--- src/rtl/tdu_pkg.sv ---
package tdu_pkg;
    localparam int unsigned NCL    = 4;
    localparam int unsigned NWK    = 8;
    localparam int unsigned IDW    = 6;
    localparam int unsigned QDEPTH = 16;
    localparam int unsigned GAP    = 20;
    localparam int unsigned CLW    = $clog2(NCL);
    localparam int unsigned WKW    = $clog2(NWK);
    localparam int unsigned NWT    = NCL * NWK;

    typedef logic [IDW-1:0] task_id_t;
    typedef logic [NWK-1:0] wk_mask_t;
    typedef logic [WKW-1:0] wk_idx_t;

    typedef struct packed {
        logic [CLW-1:0] dest;
        task_id_t       tid;
    } req_t;

    typedef struct packed {
        logic    hit;
        wk_idx_t idx;
    } pick_t;

    // first set bit of free at or after ptr, wrapping
    function automatic pick_t rr_pick(input wk_mask_t free, input wk_idx_t ptr);
        pick_t r;
        r = '0;
        for (int k = NWK - 1; k >= 0; k--) begin
            wk_idx_t j;
            j = ptr + wk_idx_t'(k);
            if (free[j]) begin
                r.hit = 1'b1;
                r.idx = j;
            end
        end
        return r;
    endfunction

    function automatic wk_idx_t oh_index(input wk_mask_t oh);
        wk_idx_t r;
        r = '0;
        for (int k = 0; k < NWK; k++)
            if (oh[k]) r = wk_idx_t'(k);
        return r;
    endfunction
endpackage

--- src/rtl/tdu_fifo.sv ---
module tdu_fifo #(
    parameter int unsigned W     = 8,
    parameter int unsigned DEPTH = 16,
    localparam int unsigned AW   = $clog2(DEPTH),
    localparam int unsigned LVW  = $clog2(DEPTH + 1)
) (
    input  logic           clk,
    input  logic           rst,
    input  logic           push,
    input  logic [W-1:0]   din,
    input  logic           pop,
    output logic [W-1:0]   dout,
    output logic           full,
    output logic           empty,
    output logic [LVW-1:0] level
);
    logic [W-1:0]  mem [DEPTH];
    logic [AW-1:0] wp, rp;
    logic [LVW-1:0] cnt;

    always_ff @(posedge clk) begin
        if (rst) begin
            wp  <= '0;
            rp  <= '0;
            cnt <= '0;
        end else begin
            if (push) wp <= wp + 1'b1;
            if (pop)  rp <= rp + 1'b1;
            cnt <= cnt + LVW'(push) - LVW'(pop);
        end
    end

    always_ff @(posedge clk)
        if (push) mem[wp] <= din;

    assign dout  = mem[rp];
    assign full  = (cnt == LVW'(DEPTH));
    assign empty = (cnt == '0);
    assign level = cnt;

    p_no_overflow_r2: assert property (@(posedge clk) disable iff (rst) push |-> !full);
    p_no_underflow_r3: assert property (@(posedge clk) disable iff (rst) pop |-> !empty);
    p_level_bound_r9: assert property (@(posedge clk) disable iff (rst) level <= LVW'(DEPTH));
endmodule

--- src/rtl/tdu_pacer.sv ---
module tdu_pacer #(
    parameter int unsigned GAP = 20,
    localparam int unsigned CW = $clog2(GAP + 1)
) (
    input  logic clk,
    input  logic rst,
    input  logic fire,
    output logic ok
);
    logic [CW-1:0] cnt;

    always_ff @(posedge clk) begin
        if (rst)            cnt <= '0;
        else if (fire)      cnt <= CW'(GAP - 1);
        else if (cnt != '0) cnt <= cnt - 1'b1;
    end

    assign ok = (cnt == '0);

    // independent watch on spacing between services
    logic [CW-1:0] since;
    logic          seen;
    always_ff @(posedge clk) begin
        if (rst) begin
            since <= '0;
            seen  <= 1'b0;
        end else if (fire) begin
            since <= '0;
            seen  <= 1'b1;
        end else if (since != CW'(GAP)) begin
            since <= since + 1'b1;
        end
    end

    p_service_gap_r4: assert property (@(posedge clk) disable iff (rst)
        (fire && seen) |-> (since >= CW'(GAP - 1)));
endmodule

--- src/rtl/tdu_pool.sv ---
module tdu_pool
    import tdu_pkg::*;
(
    input  logic               clk,
    input  logic               rst,
    input  wk_mask_t           done,
    input  wk_mask_t           own_gnt,
    input  task_id_t           own_tid,
    input  wk_mask_t           lend_gnt,
    input  task_id_t           lend_tid,
    output wk_mask_t           busy,
    output wk_idx_t            ptr,
    output wk_mask_t           start,
    output logic [NWK*IDW-1:0] tid_out
);
    always_ff @(posedge clk) begin
        if (rst) begin
            busy    <= '0;
            ptr     <= '0;
            start   <= '0;
            tid_out <= '0;
        end else begin
            busy  <= (busy & ~done) | own_gnt | lend_gnt;
            start <= own_gnt | lend_gnt;
            for (int k = 0; k < NWK; k++) begin
                if (own_gnt[k])       tid_out[k*IDW +: IDW] <= own_tid;
                else if (lend_gnt[k]) tid_out[k*IDW +: IDW] <= lend_tid;
            end
            if (|lend_gnt)     ptr <= oh_index(lend_gnt) + 1'b1;
            else if (|own_gnt) ptr <= oh_index(own_gnt) + 1'b1;
        end
    end

    p_free_only_r5: assert property (@(posedge clk) disable iff (rst)
        ((own_gnt | lend_gnt) & busy) == '0);
    p_single_owner_r7: assert property (@(posedge clk) disable iff (rst)
        $onehot0(own_gnt) && $onehot0(lend_gnt) && ((own_gnt & lend_gnt) == '0));
    p_release_r8: assert property (@(posedge clk) disable iff (rst)
        (|done) |=> ((busy & $past(done & ~(own_gnt | lend_gnt))) == '0));
endmodule

--- src/rtl/tdu_local.sv ---
module tdu_local
    import tdu_pkg::*;
#(
    parameter int unsigned DEPTH = 16,
    parameter int unsigned GAP   = 20,
    localparam int unsigned LVW  = $clog2(DEPTH + 1)
) (
    input  logic           clk,
    input  logic           rst,
    input  logic           push,
    input  task_id_t       push_tid,
    output logic           full,
    output logic [LVW-1:0] level,
    input  wk_mask_t       own_busy,
    input  wk_idx_t        own_ptr,
    input  wk_mask_t       nbr_busy,
    input  wk_idx_t        nbr_ptr,
    input  wk_mask_t       nbr_own_gnt,
    output wk_mask_t       own_gnt,
    output wk_mask_t       brw_gnt,
    output task_id_t       head_tid
);
    logic  empty, ok, want, pop;
    pick_t own_p, nbr_p;

    tdu_fifo #(.W(IDW), .DEPTH(DEPTH)) u_q (
        .clk(clk), .rst(rst), .push(push), .din(push_tid), .pop(pop),
        .dout(head_tid), .full(full), .empty(empty), .level(level)
    );

    tdu_pacer #(.GAP(GAP)) u_pace (.clk(clk), .rst(rst), .fire(pop), .ok(ok));

    always_comb begin
        want    = !empty && ok;
        own_p   = rr_pick(~own_busy, own_ptr);
        nbr_p   = rr_pick(~nbr_busy & ~nbr_own_gnt, nbr_ptr);
        own_gnt = '0;
        brw_gnt = '0;
        if (want && own_p.hit)
            own_gnt = wk_mask_t'(1) << own_p.idx;
        else if (want && nbr_p.hit)
            brw_gnt = wk_mask_t'(1) << nbr_p.idx;
        pop = (|own_gnt) || (|brw_gnt);
    end

    p_local_first_r6: assert property (@(posedge clk) disable iff (rst)
        (|brw_gnt) |-> (&own_busy));
    p_borrow_free_r7: assert property (@(posedge clk) disable iff (rst)
        (brw_gnt & (nbr_busy | nbr_own_gnt)) == '0);
endmodule

--- src/rtl/tdu_global.sv ---
module tdu_global
    import tdu_pkg::*;
#(
    parameter int unsigned DEPTH = 16,
    parameter int unsigned GAP   = 20,
    localparam int unsigned LVW  = $clog2(DEPTH + 1)
) (
    input  logic           clk,
    input  logic           rst,
    input  logic           in_valid,
    input  req_t           in_req,
    output logic           in_ready,
    output logic [LVW-1:0] level,
    input  logic [NCL-1:0] loc_full,
    output logic [NCL-1:0] fwd_push,
    output task_id_t       fwd_tid
);
    logic full, empty, ok, pop, take;
    req_t head;

    assign take = in_valid && in_ready;

    tdu_fifo #(.W($bits(req_t)), .DEPTH(DEPTH)) u_q (
        .clk(clk), .rst(rst), .push(take), .din(in_req), .pop(pop),
        .dout(head), .full(full), .empty(empty), .level(level)
    );

    tdu_pacer #(.GAP(GAP)) u_pace (.clk(clk), .rst(rst), .fire(pop), .ok(ok));

    always_comb begin
        pop      = !empty && ok && !loc_full[head.dest];
        fwd_push = '0;
        if (pop) fwd_push[head.dest] = 1'b1;
    end

    assign in_ready = !full;
    assign fwd_tid  = head.tid;

    p_fwd_onehot_r3: assert property (@(posedge clk) disable iff (rst)
        $onehot0(fwd_push) && ((fwd_push & loc_full) == '0));
endmodule

--- src/rtl/tdu_top.sv ---
module tdu_top
    import tdu_pkg::*;
#(
    parameter int unsigned QD   = QDEPTH,
    parameter int unsigned PACE = GAP,
    localparam int unsigned LVW = $clog2(QD + 1)
) (
    input  logic                 clk,
    input  logic                 rst,
    input  logic                 req_valid,
    output logic                 req_ready,
    input  logic [CLW-1:0]       req_cluster,
    input  logic [IDW-1:0]       req_task,
    input  logic [NWT-1:0]       wk_done,
    output logic [NWT-1:0]       wk_start,
    output logic [NWT*IDW-1:0]   wk_task,
    output logic [LVW-1:0]       gq_level,
    output logic [NCL*LVW-1:0]   lq_level
);
    logic [NCL-1:0] loc_full, fwd_push;
    task_id_t       fwd_tid;
    req_t           in_req;
    wk_mask_t       busy     [NCL];
    wk_idx_t        ptr      [NCL];
    wk_mask_t       own_gnt  [NCL];
    wk_mask_t       brw_gnt  [NCL];
    task_id_t       head_tid [NCL];

    assign in_req = '{dest: req_cluster, tid: req_task};

    tdu_global #(.DEPTH(QD), .GAP(PACE)) u_glb (
        .clk(clk), .rst(rst), .in_valid(req_valid), .in_req(in_req),
        .in_ready(req_ready), .level(gq_level), .loc_full(loc_full),
        .fwd_push(fwd_push), .fwd_tid(fwd_tid)
    );

    for (genvar c = 0; c < NCL; c++) begin : g_cl
        localparam int NXT = (c + 1) % NCL;
        localparam int PRV = (c + NCL - 1) % NCL;

        tdu_local #(.DEPTH(QD), .GAP(PACE)) u_loc (
            .clk(clk), .rst(rst),
            .push(fwd_push[c]), .push_tid(fwd_tid),
            .full(loc_full[c]), .level(lq_level[c*LVW +: LVW]),
            .own_busy(busy[c]), .own_ptr(ptr[c]),
            .nbr_busy(busy[NXT]), .nbr_ptr(ptr[NXT]), .nbr_own_gnt(own_gnt[NXT]),
            .own_gnt(own_gnt[c]), .brw_gnt(brw_gnt[c]), .head_tid(head_tid[c])
        );

        tdu_pool u_pool (
            .clk(clk), .rst(rst),
            .done(wk_done[c*NWK +: NWK]),
            .own_gnt(own_gnt[c]), .own_tid(head_tid[c]),
            .lend_gnt(brw_gnt[PRV]), .lend_tid(head_tid[PRV]),
            .busy(busy[c]), .ptr(ptr[c]),
            .start(wk_start[c*NWK +: NWK]),
            .tid_out(wk_task[c*NWK*IDW +: NWK*IDW])
        );
    end

    p_reset_quiet_r1: assert property (@(posedge clk) $past(rst) |-> (wk_start == '0));
endmodule

--- config.mk ---
export PLATFORM = sky130hd
export DESIGN_NAME = tdu_top
export DESIGN_NICKNAME = d
export VERILOG_FILES = /design/src/rtl/tdu_pkg.sv /design/src/rtl/tdu_fifo.sv /design/src/rtl/tdu_pacer.sv /design/src/rtl/tdu_pool.sv /design/src/rtl/tdu_local.sv /design/src/rtl/tdu_global.sv /design/src/rtl/tdu_top.sv
export SDC_FILE = /design/constraint.sdc
export NUM_CORES = 2
export LEC_CHECK = 0
export BUFFER_PORTS_ARGS = -buffer_cell sky130_fd_sc_hd__buf_2
export CORE_MARGIN = 10
export CORE_UTILIZATION = 35
export DETAILED_ROUTE_END_ITERATION = 6
export SYNTH_ARGS = -nofsm -noshare
export SYNTH_HDL_FRONTEND = slang
export SYNTH_SLANG_ARGS = --single-unit
--- constraint.sdc ---
create_clock -name clk -period 14.6 [get_ports clk]
set_input_delay 0 -clock clk [delete_from_list [all_inputs] [get_ports clk]]
set_output_delay 0 -clock clk [all_outputs]
set_load 0.005 [all_outputs]
* Word-level counts from Yosys, hierarchy flattened
Memories as Yosys holds them, arrays and structs flattened. A register that Yosys moved wholly into a read port is not among the register bits.
Cells that the tools add are included.
** Storage, ports and cells
- Word-level logic and storage cells :: 697
- Memory bits (read-only) :: 0
- Bits in writable memories :: 512
- Latch bits :: 0
- Register bits :: 358
- Output and inout bits :: 250
- Memories kept :: 5
** Cells by class
- Equality and inequality tests :: 5
- Reduce and logical (&&, ||, !) cells :: 96
- Divide/modulo/power cells :: 0
- Muxes and demuxes :: 387
- $add $sub $neg :: 61
- Shifts and indexed selects :: 8
- Multiply operators :: 0
- Magnitude comparators :: 34
- Bitwise operators :: 32
** Memory list
- u_glb.u_q.mem :: words 16, width 8, rd ports 1, clocked after Yosys merged registers in 1, write ports 1, RTL line tdu_fifo.sv:17 : logic [W-1:0] mem [DEPTH];
- g_cl[0].u_loc.u_q.mem :: words 16, width 6, rd ports 1, clocked after Yosys merged registers in 1, write ports 1, RTL line tdu_fifo.sv:17
- g_cl[1].u_loc.u_q.mem :: words 16, width 6, rd ports 1, clocked after Yosys merged registers in 1, write ports 1, RTL line tdu_fifo.sv:17
- g_cl[2].u_loc.u_q.mem :: words 16, width 6, rd ports 1, clocked after Yosys merged registers in 1, write ports 1, RTL line tdu_fifo.sv:17
- g_cl[3].u_loc.u_q.mem :: words 16, width 6, rd ports 1, clocked after Yosys merged registers in 1, write ports 1, RTL line tdu_fifo.sv:17
** Operators with widths (number)
- $mux 6 :: 64
- $mux 4 :: 75
- $bmux 1 s3 :: 64
- $mux 3 :: 60
- $lt 3x4->1 const B :: 32
- $mux 8 :: 12
- $not 8->8 :: 12
- $or 8x8->8 :: 12
- $mux 1 :: 84
- $reduce_bool 2->1 :: 41
- $and 8x8->8 :: 8
- $reduce_or 8->1 :: 8
- $shl 1x3->8 const A :: 8
- $logic_not 5->1 :: 10
- $mux 5 :: 10
- $add 3x3->3 const B :: 16
- $add 4x1->4 const B :: 10
- $add 3x1->3 const B :: 12
- $mux 2 :: 16
- $add 5x1->5 :: 5
- $eq 5x5->1 const B :: 5
- $reduce_bool 5->1 :: 5
- $sub 5x1->5 :: 5
- $sub 5x1->5 const B :: 5
- other kinds (9) :: 44

* Longest topological paths before layout
- Word-level depth :: 39
- Mapped depth :: 31
- Depth with buffers taken out :: 25

* By module
From an unflattened synthesis, not the netlist that was laid out.
** Second synthesis, totals
- Cells, all modules :: 3990
- Area total of the unflattened synthesis :: 45308.5 sq um
** Modules (own cells, without submodules)
- tdu_fifo (g_cl[0].u_loc.u_q ...) :: times used 4, cells an instance 248, area each 4565.6 sq um
- tdu_pool :: times used 4, cells an instance 368, area each 3017.9 sq um
- tdu_local :: times used 4, cells an instance 277, area each 1991.9 sq um
- tdu_fifo (u_glb.u_q) :: times used 1, cells an instance 297, area each 5776.8 sq um
- tdu_pacer :: times used 5, cells an instance 22, area each 229.0 sq um
- tdu_global :: times used 1, cells an instance 11, area each 85.1 sq um

* Worst setup path after synthesis
Ideal clock, no wire load.
- Path kind :: register to register
- Start point :: register g_cl[3].u_pool.ptr[0]
- End point :: register g_cl[2].u_loc.u_q.cnt[4]
- Stages on the path, launching flop included :: 26
- Data required time :: 14.530 ns
- Path slack :: 7.680 ns
- Path buffers :: 4
- Library setup time :: 0.070 ns
- Arrival time :: 6.850 ns
- Clock period less this slack :: 6.920 ns
- Cells stage by stage :: dfxtp_1 > buf_2 > clkinv_1 > clkbuf_1 > ha_1 > clkbuf_1 > mux4_2 > mux2i_1 > a21oi_1 > o221a_2 > a2111oi_1 > a21oi_1 > mux4_2 > mux2_2 > or3_4 > o41ai_4 > buf_6 > nand2_1 > ha_1 > inv_1 > ha_1 > fa_1 > a21oi_1 > nor2_1 > or3_1 > a21oi_1
** On the way
- Word-level cells in the longest chain between the ends :: 31
- Elaborated cells on any way between the ends :: 67
** RTL lines
- start: declaration :: RTL line tdu_pool.sv:12 : output wk_idx_t ptr,
- start signal: assignment :: RTL line tdu_pool.sv:29 : if (|lend_gnt) ptr <= oh_index(lend_gnt) + 1'b1;
- start signal: assignment :: RTL line tdu_pool.sv:30 : else if (|own_gnt) ptr <= oh_index(own_gnt) + 1'b1;
- $add 3x3->3 :: RTL line tdu_pkg.sv:31 : j = ptr + wk_idx_t'(k);
- $bmux 1 s3 :: RTL line tdu_pkg.sv:32 : if (free[j]) begin
- $mux 1 (not written as such) :: RTL line tdu_pkg.sv:32
- $mux 4 (8 in a row) :: RTL line tdu_pkg.sv:32
- $shl 1x3->8 or $logic_and 1x1->1 (tied branches) :: RTL line tdu_local.sv:40, tdu_local.sv:39
- $mux 8 :: RTL line tdu_local.sv:39 : if (want && own_p.hit)
- $not 8->8 :: RTL line tdu_local.sv:36 : nbr_p = rr_pick(~nbr_busy & ~nbr_own_gnt, nbr_ptr);
- $and 8x8->8 :: RTL line tdu_local.sv:36
- [... 2 more ...]
- $mux 4 (7 in a row) :: RTL line tdu_pkg.sv:32
- $mux 4 (*) :: RTL line tdu_pkg.sv:32
- $shl 1x3->8 or $logic_and 1x1->1 (tied branches) :: RTL line tdu_local.sv:42, tdu_local.sv:41
- $mux 8 (*) :: RTL line tdu_local.sv:41 : else if (want && nbr_p.hit)
- $mux 8 (*) :: RTL line tdu_local.sv:39
- $reduce_or 8->1 (*) :: RTL line tdu_local.sv:43 : pop = (|own_gnt) || (|brw_gnt);
- $logic_or 1x1->1 (*) :: RTL line tdu_local.sv:43
- $sub 5x1->5 (*) :: RTL line tdu_fifo.sv:29 : cnt <= cnt + LVW'(push) - LVW'(pop);
- end signal: assignment :: RTL line tdu_fifo.sv:29
- end: declaration :: RTL line tdu_fifo.sv:19 : logic [LVW-1:0] cnt;
Mark *: on every way between the ends. The rest lies on a longest branch, timed or not. The select of a mux whose other input is x is not followed.
A chain may end at the register's enable or synchronous reset.

* Final worst setup path
- Start point :: register g_cl[1].u_pool.ptr[0]
- End point :: register g_cl[1].u_pool.busy[5]
** On the way
- Word-level cells in the longest chain between the ends :: 29
- Elaborated cells on any way between the ends :: 66
** RTL lines
- start: declaration :: RTL line tdu_pool.sv:12
- start signal: assignment :: RTL line tdu_pool.sv:29
- start signal: assignment :: RTL line tdu_pool.sv:30
- $add 3x3->3 :: RTL line tdu_pkg.sv:31
- $bmux 1 s3 :: RTL line tdu_pkg.sv:32
- $mux 1 (not written as such) :: RTL line tdu_pkg.sv:32
- $mux 4 (8 in a row) :: RTL line tdu_pkg.sv:32
- $shl 1x3->8 or $logic_and 1x1->1 (tied branches) :: RTL line tdu_local.sv:40, tdu_local.sv:39
- $mux 8 :: RTL line tdu_local.sv:39
- $not 8->8 :: RTL line tdu_local.sv:36
- $and 8x8->8 :: RTL line tdu_local.sv:36
- $bmux 1 s3 :: RTL line tdu_pkg.sv:32
- $mux 1 (not written as such) :: RTL line tdu_pkg.sv:32
- $mux 4 (8 in a row) :: RTL line tdu_pkg.sv:32
- $shl 1x3->8 or $logic_and 1x1->1 (tied branches) :: RTL line tdu_local.sv:42, tdu_local.sv:41
- $mux 8 :: RTL line tdu_local.sv:41
- $mux 8 :: RTL line tdu_local.sv:39
- $or 8x8->8 (*) :: RTL line tdu_pool.sv:23 : busy <= (busy & ~done) | own_gnt | lend_gnt;
- end signal: assignment :: RTL line tdu_pool.sv:23
- end: declaration :: RTL line tdu_pool.sv:11 : output wk_mask_t busy,
Marks and branches as above.

==> qor.csv <==
stage,metric,value,unit
logic_synthesis,ys.flop_type,edfxtp_1,
logic_synthesis,postSynthAreaPerCell,11.93,um^2
clock_tree,cts-root-to-sink-buffers,3,
floorplan,fp.dieW,376.9,um
status,outcome,finished clean,
global_routing,globalRouteTotalUtil,19.16,%
timing,finalSetupViolations,0,
route,detail_route.iter0.violations,3273,
route,drt_pass1_iterations,6,
global_routing,grt_antenna_before_repair,7,
logic_synthesis,yosys_warnings,0,
clock_tree,clock_sinks,890,
route,drcViolationCount,0,
floorplan,number_of_top_level_design_ports,293,
logic_synthesis,synth.yosys.seq_area_share,51.46,%
pwr,worst_ir_drop_vdd,0.1140,mV
run,max_cap_violations,0,
layout,area_growth_syn_to_layout,14.75,%
timing,maxClockFrequency,115.6,MHz
critical_path,critical_path.n_buffers_inverters,2,
global_routing,grt_first_pass_wirelength,210.2,mm
route,route.final.wire_length,140.9,mm
placed_design,detailedPlacementHpwl,99.24,mm
route,detail_route.wl_per_cell,24.63,um
placed_design,portBuffers,292,
logic_synthesis,synth.distinct_cells,124,
critical_path,path_class,reg2reg,
critical_path,kind_of_start_point_of_the_critical_path,flip-flop,
critical_path,slowest_delay,0.98,ns
layout,n_fill_cell,11850,
clock_tree,clk_transition_reported_paths,0.06,ns
logic_synthesis,postSynthRegisterBits,890,
placed_design,globalplace.congestion,0.9325,
layout,leading_cell_type_in_the_layout_fill_and_taps_excluded,edfxtp_1,
floorplan,dieArea,0.1420,mm^2
timing,max_slew.worst_pin.slew,1.195,ns
floorplan,die_h,376.9,um
clock_tree,cts_buffers,95,
logic_synthesis,async_flop_share,0,%
global_routing,grt_overflow,0,
critical_path,worst_path_dominant_cell_family,compound AO/OA/AOI/OAI gates,
timing,fin_setup_tns,0,ns
global_routing,first_global_vias,31756,
clock_tree,htreeDepth,3,
route,postRouteAntennaNets,0,
timing,setup_repair_after_global_routing_missed_its_margin,no,
floorplan,core.rowCount,130,
timing,worst_slew_margin_rel,19.98,%
floorplan,initial_utilization,35.36,%
logic_synthesis,synthesis.nets,3858,
critical_path,cp_cell_sequence,clkinv_1 -> ha_1 -> mux4_2 -> mux2_2 -> o41ai_1 -> a221oi_1 -> o211ai_1 -> a41oi_1 -> mux4_2 -> a221o_1 -> o22a_1 -> a31oi_1 -> a21oi_1 -> nor4_1 -> and3_1 -> nor2_1 -> a21oi_1 -> dlygate4sd3_1,
critical_path,critPathRequiredTime,15.25,ns
route,viasPerCell,5.773,
clock_tree,clk_latency,0.71,ns
floorplan,coreArea,0.1261,mm^2
timing,finalMaxSlewViolations,0,
min_path,hold_class,in2reg,
logic_synthesis,synthesis.area,0.04458,mm^2
timing,report.final.hold_viol_count,0,
layout,layout.nets,4108,
clock_tree,cts_repair_resized_insts,0,
route,vias,33035,
critical_path,worstPathArrival,9.30,ns
critical_path,endpoint_kind,flip-flop,
layout,final_cell_mix,"edfxtp_1 (512), nor2_1 (387), dfxtp_1 (376)",
logic_synthesis,synth_edf_count,512,
clock_tree,cts.repair_timing.setup_buffer_count,0,
clock_tree,holdBufCountCts,55,
pwr,total_power,0.009355,W
pwr,power.static_leakage,18.02,nW
timing,finalCritPeriodShare,59.23,%
timing,clock-skew-final,0.03120,ns
critical_path,cpMaxStageDelayCell,o211ai_1,
timing,fin_crit,8.648,ns
global_routing,grt_max_degree,142,
critical_path,timing.critical_path.fanout_max,16,
layout,post_route_cells_drive_above_1_share,21.09,%
pwr,powerDensity,182.9,mW/mm^2
logic_synthesis,postSynthCellCount,3738,
clock_tree,tritoncts,done,
clock_tree,ctsRootBufferMaster,clkbuf_16,
## worst paths after layout
path	from	to	slack (ns)	cells after the start
max	g_cl[1].u_pool.ptr[0]$_SDFFE_PP0P_	g_cl[1].u_pool.busy[5]$_SDFF_PP0_	5.95	18
min	wk_done[25]	g_cl[3].u_pool.busy[1]$_SDFF_PP0_	0.10	4
max reg2reg	g_cl[1].u_pool.ptr[0]$_SDFFE_PP0P_	g_cl[1].u_pool.busy[5]$_SDFF_PP0_	5.95	18
min reg2reg	g_cl[1].u_pool.tid_out[32]$_SDFFE_PP0P_	g_cl[1].u_pool.tid_out[32]$_SDFFE_PP0P_	0.44	2
## sequential cells by signal, indices dropped and copies added (netlist names), named ones only
name and count:
g_cl.u_loc.u_q.wp 16, g_cl.u_loc.u_pace.cnt 20, u_glb.u_pace.cnt 5, u_glb.u_q.mem 128, g_cl.u_loc.u_q.rp 16, g_cl.u_loc.u_q.mem 384
g_cl.u_pool.start 32, g_cl.u_pool.ptr 12, u_glb.u_q.rp 4, u_glb.u_q.wp 4, g_cl.u_loc.u_q.level 20, g_cl.u_pool.busy 32
g_cl.u_pool.tid_out 192, u_glb.u_q.level 5
## through the flow
step	util (%)	hold WS (ns)	instance area, um^2	setup WS (ns)	cells
2_1_floorplan	-	0.09887	44580	7.680	3738
5_1_grt	40.57	0.1205	51150	5.296	5719
3_5_place_dp	37.70	0.2669	47520	6.007	5486
4_1_cts	40.57	0.05048	51150	6.073	5719
6_report	40.58	0.1009	51150	5.952	5722
3_3_place_gp	37.70	0.2709	47520	6.127	5486
## area by class of cell
type	instances	area, um^2	share of cell area, %
Clock buffer	139	2725	5.327
Inverter	131	494.2	0.9661
Multi-Input combinational cell	2473	20160	39.40
Sequential cell	890	22940	44.85
Clock inverter	39	351.6	0.6873
Timing Repair Buffer	397	2410	4.711
Tap cell	1650	2064	4.036
Antenna cell	3	7.507	0.01468
## layer usage
layer  global-route usage (%)  share of wire, %  wire, um
met5                        0             0.019        27
met4                    6.467               3.5      4873
met3                    3.820               7.5     10510
met2                    30.29                46     65150
met1                    26.17                43     60350
## cell families after synthesis
group | count (synthesis) | synth area share (%)
simple gates | 1117 | 12.21
compound gates | 759 | 12.27
xor+xnor | 84 | 1.777
mux | 436 | 16.59
flops | 890 | 51.46
buf+inv | 375 | 3.438
fa+ha+maj | 77 | 2.245
## tightest hold or removal path, cell delays in order
cell and delay, ns:
dlygate4sd3_1 0.52, buf_2 0.09, nand2b_1 0.09, a21oi_1 0.05
## where the power goes
part	leakage, nW	total [W]	internal [W]	switching (W)
Combinational	8.84	0.00381	0.00134	0.00246
Clock	1.50	0.00239	0.00136	0.00103
Sequential	7.67	0.00316	0.00299	0.000167
Total	18.0	0.00935	0.00569	0.00366
## synth_stat cells, types with 10 or more instances
cell | instances | share of area (%)
nand4_1 | 30 | 0.42
a221o_1 | 25 | 0.56
buf_2 | 34 | 0.38
a211o_1 | 11 | 0.22
nor3_1 | 96 | 1.1
o221ai_1 | 28 | 0.55
or3_1 | 24 | 0.34
inv_1 | 119 | 1.0
ha_1 | 72 | 2.0
and2_1 | 34 | 0.48
nand2_1 | 242 | 2.0
o21a_1 | 13 | 0.22
buf_4 | 11 | 0.19
nand3_1 | 85 | 0.95
or4b_1 | 10 | 0.22
nor2_1 | 387 | 3.3
buf_1 | 38 | 0.32
a21o_1 | 16 | 0.27
nor4_1 | 14 | 0.20
o31ai_1 | 11 | 0.19
edfxtp_1 | 512 | 34
xnor2_1 | 42 | 0.83
a31oi_1 | 71 | 1.0
a311oi_1 | 13 | 0.26
o211a_1 | 10 | 0.22
and3_1 | 25 | 0.35
o22ai_1 | 28 | 0.39
clkbuf_1 | 153 | 1.3
nor3b_1 | 10 | 0.17
nor2b_1 | 32 | 0.45
mux4_2 | 238 | 12
o21ai_0 | 113 | 1.3
dfxtp_1 | 378 | 17
nand2b_1 | 68 | 0.95
mux2_2 | 36 | 0.91
a21oi_1 | 134 | 1.5
o211ai_1 | 41 | 0.69
xor2_1 | 36 | 0.71
a22oi_1 | 23 | 0.39
a211oi_1 | 63 | 1.1
mux2i_1 | 159 | 3.6
No activity file was read; power rests on OpenSTA's default activity.
